===== config.mk =====
export PLATFORM = sky130hd
export DESIGN_NAME = tri_pwm
export DESIGN_NICKNAME = d
export VERILOG_FILES = /design/src/rtl/tri_pwm_pkg.sv /design/src/rtl/tri_pwm_regs.sv /design/src/rtl/tri_pwm_timebase.sv /design/src/rtl/tri_pwm_aq.sv /design/src/rtl/tri_pwm.sv
export SDC_FILE = /design/constraint.sdc
export NUM_CORES = 1
export LEC_CHECK = 0
export ABC_CLOCK_PERIOD_IN_PS = 4550
export BUFFER_PORTS_ARGS = -buffer_cell sky130_fd_sc_hd__buf_2
export CORE_AREA = 2 2 111 113
export CTS_BUF_LIST = sky130_fd_sc_hd__clkbuf_2 sky130_fd_sc_hd__clkbuf_4 sky130_fd_sc_hd__clkbuf_8
export CTS_CLUSTER_SIZE = 16
export DETAILED_ROUTE_END_ITERATION = 8
export DIE_AREA = 0 0 113 115
export PLACE_DENSITY = 0.72
export SYNTH_ARGS = -nofsm -noshare
export SYNTH_HDL_FRONTEND = slang
export SYNTH_HIERARCHICAL = 1
export SYNTH_SLANG_ARGS = --single-unit

===== constraint.sdc =====
create_clock -name clk -period 4.55 [get_ports clk]
set_input_delay 0.6825 -clock clk [delete_from_list [all_inputs] [get_ports clk]]
set_output_delay 0.6825 -clock clk [all_outputs]
set_load 0.02 [all_outputs]

===== src/rtl/tri_pwm_pkg.sv =====
package tri_pwm_pkg;

  typedef enum logic [1:0] {
    AQ_HOLD = 2'd0,
    AQ_LOW  = 2'd1,
    AQ_HIGH = 2'd2,
    AQ_FLIP = 2'd3
  } aq_e;

  localparam int NCH     = 2;
  localparam int NREG    = 3;
  localparam int ADDR_W  = 2;
  localparam int CTL_W   = 9;
  localparam int PH_BIT  = 8;
  localparam int FLD_W   = 4;

  localparam logic [ADDR_W-1:0] ADR_TOP  = 2'd0;
  localparam logic [ADDR_W-1:0] ADR_CMPA = 2'd1;
  localparam logic [ADDR_W-1:0] ADR_CMPB = 2'd2;
  localparam logic [ADDR_W-1:0] ADR_CTL  = 2'd3;

  localparam logic [CTL_W-1:0] CTL_RST = 9'h099;

endpackage


===== src/rtl/tri_pwm_regs.sv =====
module tri_pwm_regs
  import tri_pwm_pkg::*;
#(
  parameter int CNT_W   = 16,
  parameter int PER_RST = 10
) (
  input  logic              clk,
  input  logic              rst,
  input  logic              wr_en,
  input  logic [ADDR_W-1:0] wr_addr,
  input  logic [CNT_W-1:0]  wr_data,
  input  logic              zero,
  output logic [CNT_W-1:0]  shd_q [NREG],
  output logic [CNT_W-1:0]  act_q [NREG],
  output logic [CTL_W-1:0]  ctl_q
);

  for (genvar g = 0; g < NREG; g++) begin : g_reg
    localparam logic [CNT_W-1:0] RV = (g == 0) ? CNT_W'(PER_RST) : '0;
    localparam logic [ADDR_W-1:0] MY_ADR = ADDR_W'(g);

    always_ff @(posedge clk) begin
      if (rst) begin
        shd_q[g] <= RV;
      end else if (wr_en && wr_addr == MY_ADR) begin
        shd_q[g] <= wr_data;
      end
    end

    always_ff @(posedge clk) begin
      if (rst) begin
        act_q[g] <= RV;
      end else if (zero) begin
        act_q[g] <= shd_q[g];
      end
    end
  end

  always_ff @(posedge clk) begin
    if (rst) begin
      ctl_q <= CTL_RST;
    end else if (wr_en && wr_addr == ADR_CTL) begin
      ctl_q <= wr_data[CTL_W-1:0];
    end
  end

endmodule


===== src/rtl/tri_pwm_timebase.sv =====
module tri_pwm_timebase #(
  parameter int CNT_W = 16
) (
  input  logic             clk,
  input  logic             rst,
  input  logic [CNT_W-1:0] top,
  input  logic             load,
  input  logic [CNT_W-1:0] phase,
  output logic [CNT_W-1:0] cnt,
  output logic             zero,
  output logic             dn_eff
);

  logic going_up;
  logic at_top;

  assign zero   = (cnt == '0);
  assign at_top = (cnt >= top);

  // Direction seen by a match: the direction the counter leaves this value in.
  always_comb begin
    if (zero)        dn_eff = 1'b0;
    else if (at_top) dn_eff = 1'b1;
    else             dn_eff = ~going_up;
  end

  always_ff @(posedge clk) begin
    if (rst) begin
      cnt      <= '0;
      going_up <= 1'b1;
    end else if (load) begin
      cnt      <= phase;
      going_up <= 1'b1;
    end else if (top == '0) begin
      cnt      <= '0;
      going_up <= 1'b1;
    end else if (going_up) begin
      if (at_top) begin
        cnt      <= cnt - 1'b1;
        going_up <= 1'b0;
      end else begin
        cnt <= cnt + 1'b1;
      end
    end else begin
      if (zero) begin
        cnt      <= cnt + 1'b1;
        going_up <= 1'b1;
      end else begin
        cnt <= cnt - 1'b1;
      end
    end
  end

endmodule


===== src/rtl/tri_pwm_aq.sv =====
module tri_pwm_aq
  import tri_pwm_pkg::*;
#(
  parameter int CNT_W = 16
) (
  input  logic             clk,
  input  logic             rst,
  input  logic [CNT_W-1:0] cnt,
  input  logic [CNT_W-1:0] cmp,
  input  logic             dn_eff,
  input  aq_e              up_act,
  input  aq_e              dn_act,
  output logic             pwm
);

  logic hit;
  aq_e  sel;

  assign hit = (cnt == cmp);
  assign sel = dn_eff ? dn_act : up_act;

  always_ff @(posedge clk) begin
    if (rst) begin
      pwm <= 1'b0;
    end else if (hit) begin
      case (sel)
        AQ_LOW:  pwm <= 1'b0;
        AQ_HIGH: pwm <= 1'b1;
        AQ_FLIP: pwm <= ~pwm;
        default: pwm <= pwm;
      endcase
    end
  end

endmodule


===== src/rtl/tri_pwm.sv =====
module tri_pwm
  import tri_pwm_pkg::*;
#(
  parameter int CNT_W   = 16,
  parameter int PER_RST = 10
) (
  input  logic              clk,
  input  logic              rst,
  input  logic              wr_en,
  input  logic [ADDR_W-1:0] wr_addr,
  input  logic [CNT_W-1:0]  wr_data,
  input  logic [CNT_W-1:0]  phase_val,
  input  logic              sync_in,
  output logic              pwm_a,
  output logic              pwm_b,
  output logic              sync_out
);

  logic [CNT_W-1:0] shd_q [NREG];
  logic [CNT_W-1:0] act_q [NREG];
  logic [CTL_W-1:0] ctl_q;
  logic [CNT_W-1:0] cnt;
  logic             zero;
  logic             dn_eff;
  logic             load;
  logic [NCH-1:0]   pwm_w;

  assign load = sync_in & ctl_q[PH_BIT];

  tri_pwm_regs #(.CNT_W(CNT_W), .PER_RST(PER_RST)) u_regs (
    .clk     (clk),
    .rst     (rst),
    .wr_en   (wr_en),
    .wr_addr (wr_addr),
    .wr_data (wr_data),
    .zero    (zero),
    .shd_q   (shd_q),
    .act_q   (act_q),
    .ctl_q   (ctl_q)
  );

  tri_pwm_timebase #(.CNT_W(CNT_W)) u_tb (
    .clk    (clk),
    .rst    (rst),
    .top    (act_q[0]),
    .load   (load),
    .phase  (phase_val),
    .cnt    (cnt),
    .zero   (zero),
    .dn_eff (dn_eff)
  );

  for (genvar ch = 0; ch < NCH; ch++) begin : g_ch
    localparam int B = ch * FLD_W;
    aq_e up_act;
    aq_e dn_act;

    assign up_act = aq_e'(ctl_q[B +: 2]);
    assign dn_act = aq_e'(ctl_q[B+2 +: 2]);

    tri_pwm_aq #(.CNT_W(CNT_W)) u_aq (
      .clk    (clk),
      .rst    (rst),
      .cnt    (cnt),
      .cmp    (act_q[ch+1]),
      .dn_eff (dn_eff),
      .up_act (up_act),
      .dn_act (dn_act),
      .pwm    (pwm_w[ch])
    );
  end

  always_ff @(posedge clk) begin
    if (rst) sync_out <= 1'b0;
    else     sync_out <= zero;
  end

  assign pwm_a = pwm_w[0];
  assign pwm_b = pwm_w[1];

endmodule


==> results of run 1 <==
per-stage QoR:
step	instance area [um2]	std cells	util [%]	worst slack, ns	total power (W)
6_report	7050	862	59.7	1.36	0.00432
4_1_cts	7050	862	59.7	1.40	0.00431
2_1_floorplan	6350	676	-	1.99	0.00276
3_5_place_dp	6570	830	55.6	1.42	0.00316
3_3_place_gp	6570	830	55.6	1.51	0.00312
5_1_grt	7050	862	59.7	1.07	0.00456
synthesized netlist by cell type, types with 12 or more instances:
master	count	share of area (%)
buf_2	12	0.95
clkbuf_1	15	0.89
dfxtp_1	125	39
ha_1	19	3.7
inv_1	18	1.1
mux2i_1	107	17
nand2_1	26	1.5
nand2b_1	74	7.3
nand3_1	18	1.4
nor2_1	68	4.0
nor4_1	20	2.0
o21ai_0	13	1.0
xor2_1	34	4.7
worst max-delay path: cells and delay by family (launching register included):
kind	cells	cell delay [ns]
compound gates	5	1.59
flops	1	0.63
fa+ha+maj	1	0.35
simple gates	1	0.33
mux	1	0.21
registers in the layout (all words and copies together) (netlist names):
| register | count |
|---|---|
| u_regs/ctl_q | 9 |
| u_regs/shd_q | 48 |
| u_tb/cnt | 16 |
| g_ch.u_aq/pwm | 2 |
| sync_out | 1 |
| u_regs/act_q | 48 |
| u_tb/going_up | 1 |
layout make-up:
class	instances	area (um2)
Clock inverter	10	185
Timing Repair Buffer	46	248
Inverter	18	67.6
Multi-Input combinational cell	494	3570
Fill cell	1029	4760
Clock buffer	22	290
Sequential cell	125	2500
Tap cell	147	184
cells by family (layout without fill, tap and decap cells):
kind of cell / after synthesis / in the layout / share of synthesized area (%)
buf+inv: 57 / 96 / 4.40
mux: 107 / 107 / 16.9
flops: 125 / 125 / 39.4
compound gates: 61 / 61 / 7.06
xor+xnor: 41 / 41 / 5.66
fa+ha+maj: 19 / 19 / 3.75
simple gates: 266 / 266 / 22.8
power by group through the flow:
stage / combinational [W] / clock, W / sequential [W]
2_1_floorplan: 0.00140 / 0 / 0.00136
3_3_place_gp: 0.00167 / 0 / 0.00144
3_5_place_dp: 0.00171 / 0 / 0.00145
4_1_cts: 0.00171 / 0.00116 / 0.00143
5_1_grt: 0.00190 / 0.00121 / 0.00145
6_report: 0.00174 / 0.00114 / 0.00143
per-layer routing:
| layer | up-vias | global-route usage (%) | wire [um] |
|---|---|---|---|
| met4 | 0 | 8.70 | 330 |
| met1 | 2253 | 32.8 | 7150 |
| met5 | - | 0 | 0 |
| li1 | 2419 | - | - |
| met3 | 25 | 5.85 | 850 |
| met2 | 148 | 40.3 | 6990 |
worst min-delay path by stage:
stage | depth (start not counted) | start | to
5_1_grt | 3 | phase_val[5] | u_tb/cnt[5]
2_1_floorplan | 1 | u_regs/shd_q[33] | u_regs/act_q[33]
3_5_place_dp | 1 | u_regs/shd_q[35] | u_regs/act_q[35]
4_1_cts | 3 | phase_val[1] | u_tb/cnt[1]
6_report | 3 | phase_val[1] | u_tb/cnt[1]
3_3_place_gp | 1 | u_regs/shd_q[35] | u_regs/act_q[35]
==> metrics.yaml, run 1 <==
cpPeakStageDelay_ns: 0.68
setup_viol: 0
syn_nets: 733
required_ns: 4.92
leakagePower_nw: 3.00
rsz0062_at_grt: "no"
rows: 40
hp-class: "primary input to flip-flop"
cts_root_buffer: "clkbuf_8"
avgSynthCellArea_um2: 9.39
yosysWarnings: 6
nets: 759
fin_skew_ns: 0.00703
synth_cells: 676
antenna_found_initial: 0
start_util_pct: 53.7
drtPass1Iterations: 7
place_hpwl_um: 10900
worstMarginPinSlew_ns: 1.02
p_sw_share_pct: 38.5
outcome: "finished, violations left"
clock_path_buffers: 2
fin_crit_sh_pct: 70.1
cts_tree: "done"
final_cell_mix: "dfxtp_1, mux2i_1, nand2b_1, nor2_1, buf_2"
die_w_um: 113
crit_slowest_cell: "a2bb2oi_1"
routed_wl_um: 15300
crit_type: "flip-flop to flip-flop"
yosysSeqAreaShare_pct: 39.4
slew_headroom_pct: 32.0
intPower_w: 0.00266
pwr-share-clk_pct: 26.5
routedWlPerCell_um: 17.8
reg2reg_from: "u_tb/cnt[7]"
syn-cell-area_um2: 6350
r2r-end: "g_ch[1].u_aq/pwm"
ant_nets: 0
cts.clk_slew.worst_paths_ns: 0.07
core_um2: 11800
critPathArrivalTime_ns: 3.56
clk_latency_ns: 0.45
drive_gt1_share_pct: 12.7
die_y_um: 115
ys_ff_latch: 125
crit_end: "g_ch[1].u_aq/pwm"
seq_power_share_pct: 33.2
drc: 5
crit_chain: "ha_1, a21oi_1, o21ai_0, a2bb2oi_1, a31oi_1, mux2i_1, or3_1, a21oi_1"
hold_violations: 0
period_needed_ns: 3.19
holdWs_ns: 0.423
overflow: 0
dr_total_vias: 4845
drtIter0Drc: 309
drv_cap: 0
vias_per_cell: 5.62
rrSetupSlack_ns: 1.36
r2r_cells: 8
numCtsBuffers: 17
cp_max_fo: 14
grt_pass1_wl_um: 25100
clkSinkCount: 125
ios: 41
max_freq_ghz: 0.314
cpMostUsedCell: "a21oi_1"
drv_slew: 0
grt_util_all_layers_pct: 24.9
start_kind: "flip-flop"
setup-tns-final_ns: 0
grt_max_degree: 108
n_antenna_cell: 0
synth-edff-count: 0
cp-end-kind: "flip-flop"
cts_setup_buffers: 0
power_density_nw_per_um2: 612
cts_max_level: 4
area_growth_pct: 11.1
mostFrequentLayoutCell: "dfxtp_1"
port_buffers: 40
violations: "design-rule violations"
power.switching_w: 0.00166
die-area_um2: 13000
comb_power_share_pct: 40.3
grt_pass1_vias: 4908
post_cts_resized: 0
ys_types: 52
crit_start: "u_tb/cnt[7]"
ys.flop_type: "dfxtp_1"
hold_buffers: 0
ir_drop_v: 0.000425
async_flop_share_pct: 0
gp_congestion: 0.904
Note: power is estimated with default switching activity, not from simulation.
==> run 2: changes to the inputs <==
--- a/config.mk
+++ b/config.mk
@@ -5,7 +5,7 @@
 export SDC_FILE = /design/constraint.sdc
 export NUM_CORES = 1
 export LEC_CHECK = 0
-export ABC_CLOCK_PERIOD_IN_PS = 4550
+export ABC_CLOCK_PERIOD_IN_PS = 3100
 export BUFFER_PORTS_ARGS = -buffer_cell sky130_fd_sc_hd__buf_2
 export CORE_AREA = 2 2 111 113
 export CTS_BUF_LIST = sky130_fd_sc_hd__clkbuf_2 sky130_fd_sc_hd__clkbuf_4 sky130_fd_sc_hd__clkbuf_8
==> constraint.sdc (replaced) <==
create_clock -name clk -period 3.1 [get_ports clk]
set_input_delay 0.465 -clock clk [delete_from_list [all_inputs] [get_ports clk]]
set_output_delay 0.465 -clock clk [all_outputs]
set_load 0.02 [all_outputs]
==> run 2 against run 1 <==
Effect of this change: critical path depth grew 1; the run still ends with design-rule violations left; critical endpoint is now u_tb/cnt[14]; clock power grew 22%; hold slack lost 0.21 ns; sequential power grew 41%.
==> metrics.yaml, run 2 (same netlist as run 1, synthesis figures left out) <==
outcome: "finished, violations left"
violations: "design-rule violations"
cts_tree: "done"
dr_total_vias: 4983  # +2.8%
die_y_um: 115  # unchanged
pwr-share-clk_pct: 22.0  # -4.5 points
drive_gt1_share_pct: 14.6  # +1.9 points
seq_power_share_pct: 31.8  # -1.4 points
cpLargestDelayFamily: "compound AO/OA/AOI/OAI gates"
fin_cells: 878  # +1.9%
start_kind: "flip-flop"
die-area_um2: 13000  # unchanged
place_hpwl_um: 11400  # +3.8%
drv_cap: 0  # unchanged
reg.largest.list: "u_regs/act_q x48, u_regs/shd_q x48, u_tb/cnt x16"
grt_max_degree: 52  # -52%
ant_nets: 0  # unchanged
grt_pass1_vias: 4927  # +0.39%
cp-end-kind: "flip-flop"
regArea_um2: 2500  # unchanged
critPathArrivalTime_ns: 3.01  # -0.55 ns
clk_latency_ns: 0.44  # about the same
crit_type: "flip-flop to flip-flop"
routed_wl_um: 15700  # +2.3%
numCtsBuffers: 17  # unchanged
period_needed_ns: 2.67  # -0.519 ns
final_cell_mix: "dfxtp_1, mux2i_1, nand2b_1, nor2_1, buf_2"
grt_util_all_layers_pct: 24.8  # -0.028 points
placed_cells: 846  # +1.9%
gp_congestion: 0.984  # +8.9%
crit_slowest_cell: "dfxtp_1"
post_cts_resized: 0  # unchanged
cts_max_level: 4  # unchanged
rsz0062_at_grt: "no"
hold_violations: 0  # unchanged
cpPeakStageDelay_ns: 0.48  # -0.20 ns
comb_power_share_pct: 46.1  # +5.8 points
routedWlPerCell_um: 17.8  # +0.40%
cp_num_buf_inv: 2  # +2
cts_setup_buffers: 0  # unchanged
start_util_pct: 53.7  # unchanged
placed_area_um2: 6710  # +2.0%
fin_util_pct: 60.1  # +0.39 points
worstMarginPinSlew_ns: 1.03  # +0.0147 ns
setup-tns-final_ns: 0  # unchanged
cts.clk_slew.worst_paths_ns: 0.07  # about the same
fill_cells: 1003  # -2.5%
max_freq_ghz: 0.375  # +19%
clock_path_buffers: 2  # unchanged
stdcell_area_um2: 7090  # +0.66%
overflow: 0  # unchanged
place_ws_ns: 0.460  # -0.955 ns
antenna_found_initial: 0  # unchanged
p_sw_share_pct: 40.4  # +1.9 points
ios: 41  # unchanged
clkSinkCount: 125  # unchanged
port_buffers: 40  # unchanged
intPower_w: 0.00376  # +42%
drtPass1Iterations: 7  # unchanged
hold_buffers: 0  # unchanged
drtIter0Drc: 394  # +28%
multi_input_area_um2: 3570  # unchanged
rows: 40  # unchanged
fin_crit_sh_pct: 86.1  # +16 points
core_um2: 11800  # unchanged
leakagePower_nw: 3.04  # +1.3%
cts_root_buffer: "clkbuf_8"
fin_skew_ns: 0.0101  # +0.00310 ns
n_antenna_cell: 0  # unchanged
required_ns: 3.44  # -1.48 ns
vias_per_cell: 5.68  # +0.97%
area_growth_pct: 11.8
hp-class: "primary input to flip-flop"
mostFrequentLayoutCell: "dfxtp_1"
die_w_um: 113  # unchanged
ir_drop_v: 0.000471  # +11%
finalWorstSetupSlack_ns: 0.431  # -0.931 ns
crit_chain: "inv_1, ha_1, nand2b_1, a2111o_1, nand3_1, buf_4, a311oi_1, or3_1, a32o_1"
slew_headroom_pct: 30.4  # -1.6 points
drc: 5  # unchanged
power.switching_w: 0.00255  # +54%
cp_max_fo: 8  # -6
nets: 775  # +2.1%
power_density_nw_per_um2: 889  # +45%
drv_slew: 0  # unchanged
grt_pass1_wl_um: 25100  # -0.22%
setup_viol: 0  # unchanged
-- run 2: changes by cell type in the layout (fill, tap and decap cells not counted), sizes merged --
cell / change
buf: +16
bufinv: -4
clkbuf: +2
clkinv: -1
clkinvlp: +2
inv: +1
-- run 2: routing by layer --
| metal | track usage, % | wire length [um] | up-vias |
|---|---|---|---|
| li1 | - | - | 2448 |
| met1 | 32.2 | 7120 | 2325 |
| met2 | 39.9 | 7240 | 181 |
| met3 | 6.38 | 906 | 29 |
| met4 | 10.1 | 401 | 0 |
| met5 | 0 | 0 | - |
-- run 2: cell type report --
cell class	instances	area share [%]
clock buffer	24	4.30
multi-input combinational	494	50.3
sequential	125	35.3
clock inverter	8	1.18
inverter	18	0.952
tap	147	2.59
timing repair buffer	62	5.36
-- run 2: through the flow --
step,hold WS [ns],total power (W)
after global routing,0.210,0.00665
final,0.214,0.00631
after CTS,0.188,0.00628
after global placement,0.452,0.00483
after detailed placement,0.462,0.00488
after floorplan,0.440,0.00405
-- run 2: power by group through the flow --
stage                     combinational [W]  clock [W]  sequential [W]
final                               0.00291    0.00139         0.00201
after global routing                0.00314    0.00148         0.00203
after CTS                           0.00286    0.00141         0.00200
after detailed placement            0.00285          0         0.00203
after global placement              0.00280          0         0.00204
after floorplan                     0.00206          0         0.00200
-- run 2: worst paths after layout --
check | start | endpoint | slack [ns] | cells past startpoint
hold reg to reg | u_regs/shd_q[26] | u_regs/shd_q[26] | 0.48 | 2
setup / recovery | u_tb/cnt[0] | u_tb/cnt[14] | 0.43 | 9
hold / removal | phase_val[5] | u_tb/cnt[5] | 0.21 | 3
setup reg to reg | u_tb/cnt[0] | u_tb/cnt[14] | 0.43 | 9
-- run 2: worst register-to-register path, cell delays in order, from the launching register on --
cell      delay [ns]
dfxtp_1         0.48
inv_1           0.17
ha_1            0.30
nand2b_1        0.14
a2111o_1        0.42
nand3_1         0.19
buf_4           0.20
a311oi_1        0.10
or3_1           0.33
a32o_1          0.24
==> run 3: changes to the inputs <==
--- a/config.mk
+++ b/config.mk
@@ -7,11 +7,12 @@
 export LEC_CHECK = 0
 export ABC_CLOCK_PERIOD_IN_PS = 3100
 export BUFFER_PORTS_ARGS = -buffer_cell sky130_fd_sc_hd__buf_2
-export CORE_AREA = 2 2 111 113
+export CAP_MARGIN = 5
+export CORE_AREA = 10 10 119 121
 export CTS_BUF_LIST = sky130_fd_sc_hd__clkbuf_2 sky130_fd_sc_hd__clkbuf_4 sky130_fd_sc_hd__clkbuf_8
 export CTS_CLUSTER_SIZE = 16
 export DETAILED_ROUTE_END_ITERATION = 8
-export DIE_AREA = 0 0 113 115
+export DIE_AREA = 0 0 129 131
 export PLACE_DENSITY = 0.72
 export SYNTH_ARGS = -nofsm -noshare
 export SYNTH_HDL_FRONTEND = slang
==> constraint.sdc (replaced) <==
create_clock -name clk -period 3.1 [get_ports clk]
set_input_delay 0.31 -clock clk [delete_from_list [all_inputs] [get_ports clk]]
set_output_delay 0.31 -clock clk [all_outputs]
set_load 0.02 [all_outputs]
==> run 3 against run 2 <==
Effect of this change: the flow now finishes without violations; global-route usage down 5.2 points; first-iteration DRC count rose by 13%; non-clock buffer count did not move; power up 2.2%; routed wire length rose by 3.9%; sequential share of layout area fell by 0.17 points; setup slack worse by 0.14 ns; sequential power is 2% lower; combinational power increased by 2%; critical path depth decreased by 2; clock-buffer cell count shrank 7.
==> metrics.yaml, run 3 (same netlist as run 1, synthesis figures left out) <==
cts_setup_buffers: 0  # unchanged
drtIter0Drc: 447  # +13%
r2r_cells: 7  # -2
cts_max_level: 4  # unchanged
power_density_nw_per_um2: 905  # +1.7%
grt_max_degree: 67  # +29%
rsz0062_at_grt: "no"
ant_nets: 0  # unchanged
grt_pass1_wl_um: 25900  # +3.4%
p_sw_share_pct: 40.9  # +0.49 points
die-area_um2: 16900  # +30%
power.switching_w: 0.00264  # +3.5%
clock_path_buffers: 2  # unchanged
crit_type: "flip-flop to flip-flop"
port_buffers: 40  # unchanged
crit_start: "u_regs/act_q[47]"
die_w_um: 129  # +14%
drtPass1Iterations: 7  # unchanged
place_hpwl_um: 11800  # +3.6%
place_ws_ns: 0.317  # -0.143 ns
die_y_um: 131  # +14%
placed_cells: 846  # unchanged
setup_viol: 0  # unchanged
fin_cells: 877  # -0.11%
pwr-share-clk_pct: 23.5  # +1.5 points
n_antenna_cell: 0  # unchanged
numCtsBuffers: 17  # unchanged
max_freq_ghz: 0.356  # -4.9%
area_growth_pct: 12.3
hold_violations: 0  # unchanged
comb_power_share_pct: 46.0  # about the same
drv_cap: 0  # unchanged
core_um2: 11800  # unchanged
final_cell_mix: "dfxtp_1, mux2i_1, nand2b_1, nor2_1, buf_2"
grt_util_all_layers_pct: 19.6  # -5.2 points
fin_skew_ns: 0.0149  # +0.00472 ns
seq_power_share_pct: 30.5  # -1.3 points
overflow: 0  # unchanged
worstMarginPinSlew_ns: 1.20  # +0.169 ns
hp-class: "primary input to flip-flop"
mostFrequentLayoutCell: "dfxtp_1"
clk_latency_ns: 0.45  # about the same
antenna_found_initial: 0  # unchanged
critPathArrivalTime_ns: 3.15  # +0.14 ns
dr_total_vias: 5019  # +0.72%
clkSinkCount: 125  # unchanged
leakagePower_nw: 3.05  # +0.59%
cts.clk_slew.worst_paths_ns: 0.09  # +0.02 ns
r2r-end: "u_tb/cnt[14]"
vias_per_cell: 5.72  # +0.84%
nets: 775  # unchanged
required_ns: 3.44  # about the same
routed_wl_um: 16300  # +3.9%
power_w: 0.00645  # +2.2%
routedWlPerCell_um: 18.6  # +4.0%
intPower_w: 0.00381  # +1.4%
ios: 41  # unchanged
gp_congestion: 0.923  # -6.3%
cp-end-kind: "flip-flop"
start_kind: "flip-flop"
fin_crit_sh_pct: 90.5  # +4.5 points
slew_headroom_pct: 19.0  # -11 points
finalWorstSetupSlack_ns: 0.293  # -0.138 ns
drv_slew: 0  # unchanged
grt_pass1_vias: 5000  # +1.5%
period_needed_ns: 2.81  # +0.138 ns
outcome: "finished clean"
fill_cells: 1038  # +3.5%
ir_drop_v: 0.000550  # +17%
cp_max_fo: 8  # unchanged
setup-tns-final_ns: 0  # unchanged
start_util_pct: 53.7  # unchanged
cts_tree: "done"
reg.largest.list: "u_regs/act_q x48, u_regs/shd_q x48, u_tb/cnt x16"
rrSetupSlack_ns: 0.29  # -0.14 ns
drc: 0  # -5
holdWs_ns: 0.0660  # -0.148 ns
cts_root_buffer: "clkbuf_8"
reg2reg_from: "u_regs/act_q[47]"
hold_buffers: 0  # unchanged
rows: 40  # unchanged
crit_end: "u_tb/cnt[14]"
drive_gt1_share_pct: 14.7  # +0.020 points
## run 3: how the worst min path moves through the flow
stage                           from                to  slack [ns]  depth (start not counted)
finish                  phase_val[5]       u_tb/cnt[5]        0.07                          3
CTS                     phase_val[5]       u_tb/cnt[5]        0.05                          3
floorplan                        rst          sync_out        0.37                          1
global route            phase_val[5]       u_tb/cnt[5]        0.07                          3
detailed placement  u_regs/shd_q[33]  u_regs/act_q[33]        0.46                          1
global placement    u_regs/shd_q[35]  u_regs/act_q[35]        0.45                          1
## run 3: critical path, cell delays in order, from the launching register on
cell and delay (ns):
dfxtp_1 0.37, inv_1 0.07, ha_1 0.31, o21ai_0 0.16
o21ai_0 0.97, nor4_1 0.14, or3_1 0.40, a32o_1 0.29
## run 3: repair_timing
item | 4_1_cts | 5_1_grt
endpoints found under the hold margin | 0 | 0
resized for setup | 0 | 1
setup endpoints to repair | 0 | 2
## run 3: power by group through the flow
stage                     registers, W  clock network [W]  logic [W]
after CTS                      0.00197            0.00154    0.00290
after floorplan                0.00200                  0    0.00206
after global placement         0.00199                  0    0.00280
final                          0.00197            0.00152    0.00296
after global routing           0.00199            0.00161    0.00319
after detailed placement       0.00200                  0    0.00287
## run 3: layout make-up
| class | count | area, um2 | share of cell area, % |
|---|---|---|---|
| clock buffer | 17 | 234 | 3.28 |
| multi-input combinational | 494 | 3580 | 50.2 |
| inverter | 18 | 67.6 | 0.948 |
| tap | 147 | 184 | 2.58 |
| sequential | 125 | 2500 | 35.1 |
| clock inverter | 14 | 184 | 2.58 |
| timing repair buffer | 62 | 380 | 5.34 |
## run 3: per-stage QoR
| stage | utilization, % | cell area [um2] |
|---|---|---|
| 3_5_place_dp | 56.8 | 6710 |
| 3_3_place_gp | 56.8 | 6710 |
| 4_1_cts | 60.3 | 7120 |
| 6_report | 60.4 | 7130 |
| 2_1_floorplan | - | 6350 |
| 5_1_grt | 60.4 | 7130 |
## run 3: metal layers
metal	routed length [um]	up-vias	track usage (%)
met5	0	-	0
met4	229	0	6.02
met3	993	19	5.08
met2	7520	175	31.4
met1	7530	2384	25.4
li1	-	2441	-
